## src/rtl/dram_slot_pkg.sv

```systemverilog
package dram_slot_pkg;

   typedef enum logic {
      OWN_CPU  = 1'b0,
      OWN_SCAN = 1'b1
   } slot_owner_e;

   function automatic int unsigned phase_bits(input int unsigned n);
      return (n <= 2) ? 1 : $clog2(n);
   endfunction

endpackage

```

## src/rtl/dram_slot_timer.sv

```systemverilog
module dram_slot_timer
   import dram_slot_pkg::*;
#(
   parameter int unsigned SLOT_CYCLES = 4,
   localparam int unsigned PW = phase_bits(SLOT_CYCLES)
) (
   input  logic          clk,
   input  logic          rst,
   output logic [PW-1:0] phase,
   output slot_owner_e   owner,
   output logic          slot_first,
   output logic          slot_last
);

   localparam logic [PW-1:0] LAST_PH = PW'(SLOT_CYCLES - 1);
   localparam logic [PW-1:0] ONE     = PW'(1);

   always_ff @(posedge clk) begin
      if (rst) begin
         phase <= '0;
         owner <= OWN_CPU;
      end else if (phase == LAST_PH) begin
         phase <= '0;
         owner <= (owner == OWN_CPU) ? OWN_SCAN : OWN_CPU;
      end else begin
         phase <= phase + ONE;
      end
   end

   assign slot_first = (phase == '0);
   assign slot_last  = (phase == LAST_PH);

endmodule

```

## src/rtl/dram_cpu_access.sv

```systemverilog
module dram_cpu_access
   import dram_slot_pkg::*;
(
   input  logic        clk,
   input  logic        rst,
   input  slot_owner_e owner,
   input  logic        slot_first,
   input  logic        slot_last,
   input  logic        as_n,
   input  logic        dram_sel,
   input  logic        ovr_n,
   output logic        cpu_busy,
   output logic        ack_hold
);

   logic active_q;
   logic ack_q;
   logic card_q;
   logic req;
   logic start;

   assign req   = !as_n && dram_sel;
   assign start = (owner == OWN_CPU) && slot_first && req && ovr_n
                  && !ack_q && !card_q;

   always_ff @(posedge clk) begin
      if (rst) begin
         active_q <= 1'b0;
         ack_q    <= 1'b0;
         card_q   <= 1'b0;
      end else begin
         if (active_q) begin
            if (as_n || !ovr_n) begin
               active_q <= 1'b0;
               card_q   <= 1'b1;
            end else if (slot_last) begin
               active_q <= 1'b0;
               ack_q    <= 1'b1;
            end
         end else if (start) begin
            active_q <= 1'b1;
         end else if (req && !ovr_n) begin
            card_q <= 1'b1;
         end
         if (as_n) begin
            ack_q  <= 1'b0;
            card_q <= 1'b0;
         end
      end
   end

   assign cpu_busy = active_q && ovr_n;
   assign ack_hold = ack_q;

endmodule

```

## src/rtl/dram_strobe_gen.sv

```systemverilog
module dram_strobe_gen
   import dram_slot_pkg::*;
#(
   parameter int unsigned SLOT_CYCLES = 4,
   parameter int unsigned RAS_PH      = 1,
   parameter int unsigned COL_PH      = 2,
   parameter int unsigned CAS_PH      = 3,
   parameter bit          STROBE_LOW  = 1'b1,
   localparam int unsigned PW = phase_bits(SLOT_CYCLES)
) (
   input  logic [PW-1:0] phase,
   input  slot_owner_e   owner,
   input  logic          cpu_busy,
   output logic          ras_o,
   output logic          cas_o,
   output logic          col_sel,
   output logic          scan_load
);

   localparam logic [PW-1:0] RAS_P  = PW'(RAS_PH);
   localparam logic [PW-1:0] COL_P  = PW'(COL_PH);
   localparam logic [PW-1:0] CAS_P  = PW'(CAS_PH);
   localparam logic [PW-1:0] LAST_P = PW'(SLOT_CYCLES - 1);

   logic busy;
   logic ras_on;
   logic cas_on;

   assign busy      = (owner == OWN_SCAN) || cpu_busy;
   assign ras_on    = busy && (phase >= RAS_P);
   assign cas_on    = busy && (phase >= CAS_P);
   assign col_sel   = (phase >= COL_P);
   assign scan_load = (owner == OWN_SCAN) && (phase == LAST_P);

   generate
      if (STROBE_LOW) begin : g_low
         assign ras_o = !ras_on;
         assign cas_o = !cas_on;
      end else begin : g_high
         assign ras_o = ras_on;
         assign cas_o = cas_on;
      end
   endgenerate

endmodule

```

## src/rtl/dram_slot_ctrl.sv

```systemverilog
module dram_slot_ctrl
   import dram_slot_pkg::*;
#(
   parameter int unsigned SLOT_CYCLES = 4,
   parameter int unsigned RAS_PH      = 1,
   parameter int unsigned COL_PH      = 2,
   parameter int unsigned CAS_PH      = 3,
   parameter bit          STROBE_LOW  = 1'b1
) (
   input  logic clk,
   input  logic rst,
   input  logic cpu_as_n,
   input  logic cpu_dram_sel,
   input  logic card_ack_n,
   output logic cpu_slot,
   output logic addr_col_sel,
   output logic dram_ras,
   output logic dram_cas,
   output logic scan_load,
   output logic cpu_ack_n,
   output logic cpu_ack_oe
);

   localparam int unsigned PW = phase_bits(SLOT_CYCLES);

   generate
      if (!(RAS_PH > 0 && RAS_PH < COL_PH && COL_PH < CAS_PH
            && CAS_PH < SLOT_CYCLES)) begin : g_bad_phases
         $error("phase order must be 0 < RAS_PH < COL_PH < CAS_PH < SLOT_CYCLES");
      end
   endgenerate

   logic [PW-1:0] phase;
   slot_owner_e   owner;
   logic          slot_first;
   logic          slot_last;
   logic          cpu_busy;
   logic          ack_hold;

   dram_slot_timer #(.SLOT_CYCLES(SLOT_CYCLES)) u_timer (
      .clk        (clk),
      .rst        (rst),
      .phase      (phase),
      .owner      (owner),
      .slot_first (slot_first),
      .slot_last  (slot_last)
   );

   dram_cpu_access u_cpu (
      .clk        (clk),
      .rst        (rst),
      .owner      (owner),
      .slot_first (slot_first),
      .slot_last  (slot_last),
      .as_n       (cpu_as_n),
      .dram_sel   (cpu_dram_sel),
      .ovr_n      (card_ack_n),
      .cpu_busy   (cpu_busy),
      .ack_hold   (ack_hold)
   );

   dram_strobe_gen #(
      .SLOT_CYCLES (SLOT_CYCLES),
      .RAS_PH      (RAS_PH),
      .COL_PH      (COL_PH),
      .CAS_PH      (CAS_PH),
      .STROBE_LOW  (STROBE_LOW)
   ) u_strobe (
      .phase     (phase),
      .owner     (owner),
      .cpu_busy  (cpu_busy),
      .ras_o     (dram_ras),
      .cas_o     (dram_cas),
      .col_sel   (addr_col_sel),
      .scan_load (scan_load)
   );

   assign cpu_slot   = (owner == OWN_CPU);
   assign cpu_ack_n  = !(ack_hold && !cpu_as_n);
   assign cpu_ack_oe = card_ack_n;

endmodule

```

## config.mk

```make
export PLATFORM = sky130hd
export DESIGN_NAME = dram_slot_ctrl
export DESIGN_NICKNAME = d
export VERILOG_FILES = /design/src/rtl/dram_slot_pkg.sv /design/src/rtl/dram_slot_timer.sv /design/src/rtl/dram_cpu_access.sv /design/src/rtl/dram_strobe_gen.sv /design/src/rtl/dram_slot_ctrl.sv
export SDC_FILE = /design/constraint.sdc
export NUM_CORES = 1
export LEC_CHECK = 0
export ABC_AREA = 1
export CORE_AREA = 5 5 42 44
export CTS_BUF_LIST = sky130_fd_sc_hd__clkbuf_16
export CTS_CLUSTER_DIAMETER = 30
export DETAILED_ROUTE_END_ITERATION = 8
export DIE_AREA = 0 0 47 49
export HOLD_SLACK_MARGIN = 0.06
export PLACE_DENSITY_LB_ADDON = 0.08
export SLEW_MARGIN = 15
export SYNTH_ARGS = -nofsm -noshare
export SYNTH_HDL_FRONTEND = slang
export SYNTH_HIERARCHICAL = 1
export SYNTH_SLANG_ARGS = --single-unit
export TNS_END_PERCENT = 20
```

## constraint.sdc

```tcl
create_clock -name clk -period 2.1 [get_ports clk]
set_clock_uncertainty 0.2 [all_clocks]
set_input_delay 0.21 -clock clk [delete_from_list [all_inputs] [get_ports clk]]
set_output_delay 0.21 -clock clk [all_outputs]
set_load 0.1 [all_outputs]
```

==> results of run 1 <==
-- state kept, by name, indices dropped and copies added (netlist names) --
signal	flops
u_cpu/ack_hold	1
u_cpu/active_q	1
u_cpu/card_q	1
u_timer/owner	1
u_timer/phase	2
-- routing by layer --
layer / wire length (um) / share of wire [%] / GRT usage (%)
met3: 60 / 7.3 / 3.69
met2: 358 / 44 / 11.5
met5: 0 / 0 / 0
met1: 362 / 44 / 9.65
met4: 38 / 4.6 / 9.68
-- path summary, 6_finish.rpt --
| path | from | endpoint | slack, ns |
|---|---|---|---|
| max | card_ack_n | dram_ras | 0.49 |
| max reg2reg | u_timer/phase[0] | u_timer/phase[1] | 0.87 |
| min | u_cpu/card_q | u_cpu/card_q | 0.26 |
| min reg2reg | u_cpu/card_q | u_cpu/card_q | 0.26 |
-- worst reg2reg max path, delay by kind of cell, from the launching register on --
| kind | cells | cell delay, ns |
|---|---|---|
| DFF | 1 | 0.43 |
| adders and majority gates | 1 | 0.27 |
| and+or+nand+nor | 1 | 0.15 |
| buffers and inverters | 1 | 0.07 |
-- area by class of cell --
class | count | area, sq um | area share (%)
Multi-Input combinational cell | 34 | 183 | 29.1
Tap cell | 16 | 20.0 | 3.19
Timing Repair Buffer | 12 | 163 | 25.9
Inverter | 18 | 67.6 | 10.8
Sequential cell | 6 | 120 | 19.1
Clock buffer | 3 | 75.1 | 12.0
-- power groups by stage --
stage	combinational, mW	clock [mW]	sequential, mW
2_1_floorplan	0.0858	0	0.132
3_3_place_gp	0.116	0	0.135
3_5_place_dp	0.117	0	0.135
4_1_cts	0.118	0.314	0.133
5_1_grt	0.126	0.324	0.134
6_report	0.116	0.308	0.133
-- synthesized netlist by cell type --
master / n / area (sq um)
nand3_1: 1 / 5.00
inv_1: 17 / 63.8
nor2_2: 1 / 6.26
nor3b_2: 1 / 12.5
clkbuf_1: 1 / 3.75
inv_2: 1 / 3.75
nand2_2: 1 / 6.26
nor3_1: 1 / 5.00
dfxtp_1: 6 / 120
buf_4: 1 / 7.51
nand2_1: 18 / 67.6
nor2_1: 6 / 22.5
ha_1: 3 / 37.5
a21oi_2: 2 / 17.5
-- cell families after synthesis --
family,after synthesis,share of synthesized area (%)
buffers and inverters,20,20.8
DFF,6,31.7
AOI/OAI and AO/OA,2,4.62
and+or+nand+nor,29,33.0
adders and majority gates,3,9.90
-- metrics by stage --
stage	area [sq um]	power [mW]	instances	utilization, %	hold WS [ns]
global route	628	0.584	89	44.8	0.284
CTS	628	0.565	89	44.8	0.265
global placement	553	0.251	86	39.5	0.260
finish	628	0.557	89	44.8	0.260
floorplan	382	0.218	60	-	0.0807
detailed placement	553	0.251	86	39.5	0.260
==> results.cfg, run 1 <==
[run_status]
outcome = completed

[global_route]
grt-ovfl-total = 0
antenna_found_initial = 0
grt_first_pass_wirelength_um = 1390
grt_pass1_vias = 350
grt_usage_pct = 8.87
grt_max_degree = 7

[synth]
ys_seq_area_share_pct = 31.7
syn_area_sq_um = 379
yosys_warnings = 6
synth.avg_cell_area_sq_um = 6.32
syn-num-nets = 68
syn_inst = 60
ys_ff_latch = 6
ys_types = 14

[critical_path]
startpoint_type = primary input
reg2regPathDepth = 3
critPathBufInv = 4
cp.arrival_ns = 1.20
slowest_delay_ns = 0.48
end_kind = output pin
crit_chain = clkdlybuf4s50_1 > nand2_1 > inv_2 > inv_1 > nand2_1 > nand2_1 > buf_12
cp_slowest_cell = clkdlybuf4s50_1
cpMostUsedCell = nand2_1
crit_cells = 7
path_max_fanout = 2
required_ns = 1.69
crit_family = buffers and inverters
critPathKind = primary input to output pin

[min_path]
min_path_cells = 2
hold_path_class = register to register

[floorplan]
die_area_sq_um = 2300
ios = 12
rows = 14
die_w_um = 47
initial_utilization_pct = 27.1
die_h_um = 49
core-area_sq_um = 1400

[timing]
rsz0062_at_grt = false
setup_ws_ns = 0.485
drv_slew = 0
hold_viol = 0
max_slew_margin_pct = 81.6
max_freq_mhz = 619
post-route-period-util_pct = 76.9
fin_crit_ns = 1.61
finalSetupViolCount = 0
tightest_slew_ns = 0.279
setup-tns-final_ns = 0

[layout]
area_growth_pct = 65.7
drive_above_1_share_pct = 24.7
layout_common_cells = 18 x nand2_1, 17 x inv_1, 6 x dfxtp_1
fillers = 151
n_antenna_cell = 0
nNetsFinal = 83
final_common_cell = nand2_1

[cts]
htreeDepth = 1
cts_buffer_depth = 2
cts_tree = built
cts_root_buffer = clkbuf_16
cts_buffers = 3
postCtsResizedCells = 0
cts_hold_buf = 0
clock-sinks = 6
clk_latency_ns = 0.23
cts_setup_buffers = 0
path_clk_slew_ns = 0.03

[power]
power.switching_mw = 0.152
pwr-share-seq_pct = 23.9
combPwrFrac_pct = 20.8
p_per_area_nw_per_um2 = 887
switching_share_pct = 27.3
p_int_mw = 0.405
peakVddDrop_uv = 451
clockPowerShare_pct = 55.3
p_leak_nw = 0.323

[route]
vias_per_cell = 4.16
route.detailed.wl_per_inst_um = 9.21
drt-initial-drc-count = 6
ant_nets = 0
drt_wl_total_um = 820
drc = 0
first_pass_iters = 3
vias = 370

[placed_design]
gp_congestion = 0.670
place_worst_setup_slack_ns = 0.474
dp_hpwl_um = 641
io_buffers = 11

[job]
cap_violations = 0
No activity file was read; power rests on OpenSTA's default activity.
==> inputs of run 2 (changes only) <==
==> constraint.sdc (replaced) <==
create_clock -name clk -period 1.4 [get_ports clk]
set_clock_uncertainty 0.2 [all_clocks]
set_input_delay 0.14 -clock clk [delete_from_list [all_inputs] [get_ports clk]]
set_output_delay 0.14 -clock clk [all_outputs]
set_load 0.1 [all_outputs]
==> run 2 against run 1 <==
Against the previous run:
- worst hold slack worse by 0.040 ns
- combinational power is 84% higher
- clock power is 49% higher
- power is 57% higher
- non-clock buffer count is 2 higher
- register-to-register slack worse by 0.64 ns
- cell count is 2.2% higher
- design area is 12% higher
==> results.cfg, run 2 (synthesis results as in run 1) <==
[critical_path]
crit_chain = nand2_2 > inv_2 > inv_2 > nand2_4 > nand2_4 > buf_12
critPathKind = register to output pin
required_ns = 1.06
startpoint_type = register
path_max_fanout = 2
end_kind = output pin
cp_slowest_cell = dfxtp_2
slowest_delay_ns = 0.31
cp.arrival_ns = 1.00

[global_route]
grt_usage_pct = 8.25
grt_first_pass_wirelength_um = 1320
grt_max_degree = 7
antenna_found_initial = 0
grt_pass1_vias = 340
grt-ovfl-total = 0

[cts]
htreeDepth = 1
clk_latency_ns = 0.23
clock-sinks = 6
cts_setup_buffers = 0
path_clk_slew_ns = 0.03
cts_buffers = 3
cts_root_buffer = clkbuf_16
cts_buffer_depth = 2
cts_tree = built

[run_status]
outcome = completed

[power]
p_leak_nw = 0.373
p_per_area_nw_per_um2 = 1240
peakVddDrop_uv = 1270

[floorplan]
die_h_um = 49
die_area_sq_um = 2300
core-area_sq_um = 1400
die_w_um = 47
initial_utilization_pct = 27.1
ios = 12
rows = 14

[placed_design]
gp_congestion = 0.687
dp_hpwl_um = 610
place_worst_setup_slack_ns = -0.0797
placed_cells = 88
io_buffers = 11
placed_cell_area_sq_um = 598

[route]
drt-initial-drc-count = 4
vias_per_cell = 4.01
vias = 365
drt_wl_total_um = 773
ant_nets = 0
drc = 0
route.detailed.wl_per_inst_um = 8.49
first_pass_iters = 2

[layout]
area_growth_pct = 85.8
drive_above_1_share_pct = 41.3
stdcell_area_sq_um = 704
regMostFlops = u_timer/phase
n_antenna_cell = 0
final_common_cell = inv_1
utilization_pct = 50.3
largest_reg_flops = 2
nNetsFinal = 85
layout_common_cells = 15 x inv_1, 13 x nand2_1, 7 x buf_12
finalNonFillerCells = 91

[min_path]
hold_path_class = primary input to register

[job]
cap_violations = 0

[timing]
max_slew_margin_pct = 85.5
tightest_slew_ns = 0.217
setup_ws_ns = 0.0563
rsz0062_at_grt = true
holdWs_ns = 0.220
max_freq_mhz = 744
post-route-period-util_pct = 96.0
hold_viol = 0
drv_slew = 0
fin_crit_ns = 1.34
finalSetupViolCount = 0
-- run 2: final timing paths --
path | cells after the start | startpoint | endpoint | slack (ns)
max | 6 | u_cpu/active_q | dram_cas | 0.06
min | 5 | card_ack_n | u_cpu/active_q | 0.22
max reg2reg | 3 | u_timer/phase[0] | u_timer/phase[1] | 0.23
min reg2reg | 2 | u_cpu/card_q | u_cpu/card_q | 0.27
-- run 2: critical path: cells and delay by family, from the launching register on --
| kind | cells | cell delay, ns |
|---|---|---|
| buf+inv | 3 | 0.26 |
| simple gates | 3 | 0.20 |
| flops | 1 | 0.31 |
-- run 2: per-stage QoR --
stage	power (mW)	setup TNS (ns)
final	0.875	0
after global routing	0.916	-0.00945
after CTS	0.880	0
after detailed placement	0.406	-0.147
after global placement	0.406	-0.123
after floorplan	0.328	-0.362
-- run 2: area by class of cell --
cell class | count | area, sq um
fillers | 144 | 697
flip-flops and latches | 6 | 125
well taps | 16 | 20.0
clock buffers | 3 | 75.1
multi-input cells | 34 | 215
repair buffers | 14 | 201
inverters | 18 | 67.6
-- run 2: what timing repair did --
item | CTS | global route
gates resized for setup | 8 | 7
pin swaps | 0 | 3
hold buffers | 0 | 0
endpoints found under the setup margin | 3 | 2
-- run 2: power by group --
group	switching, mW	internal (mW)	total [mW]
clock network	0.0918	0.366	0.458
logic	0.131	0.0822	0.213
registers	0.0173	0.186	0.204
total	0.240	0.635	0.875
-- run 2: metal layers --
layer	up-vias	global-route usage, %	share of wire, %
li1	197	-	-
met4	0	2.76	0
met3	0	6.64	8.8
met2	9	12.4	49
met1	159	8.39	42
met5	-	0	0
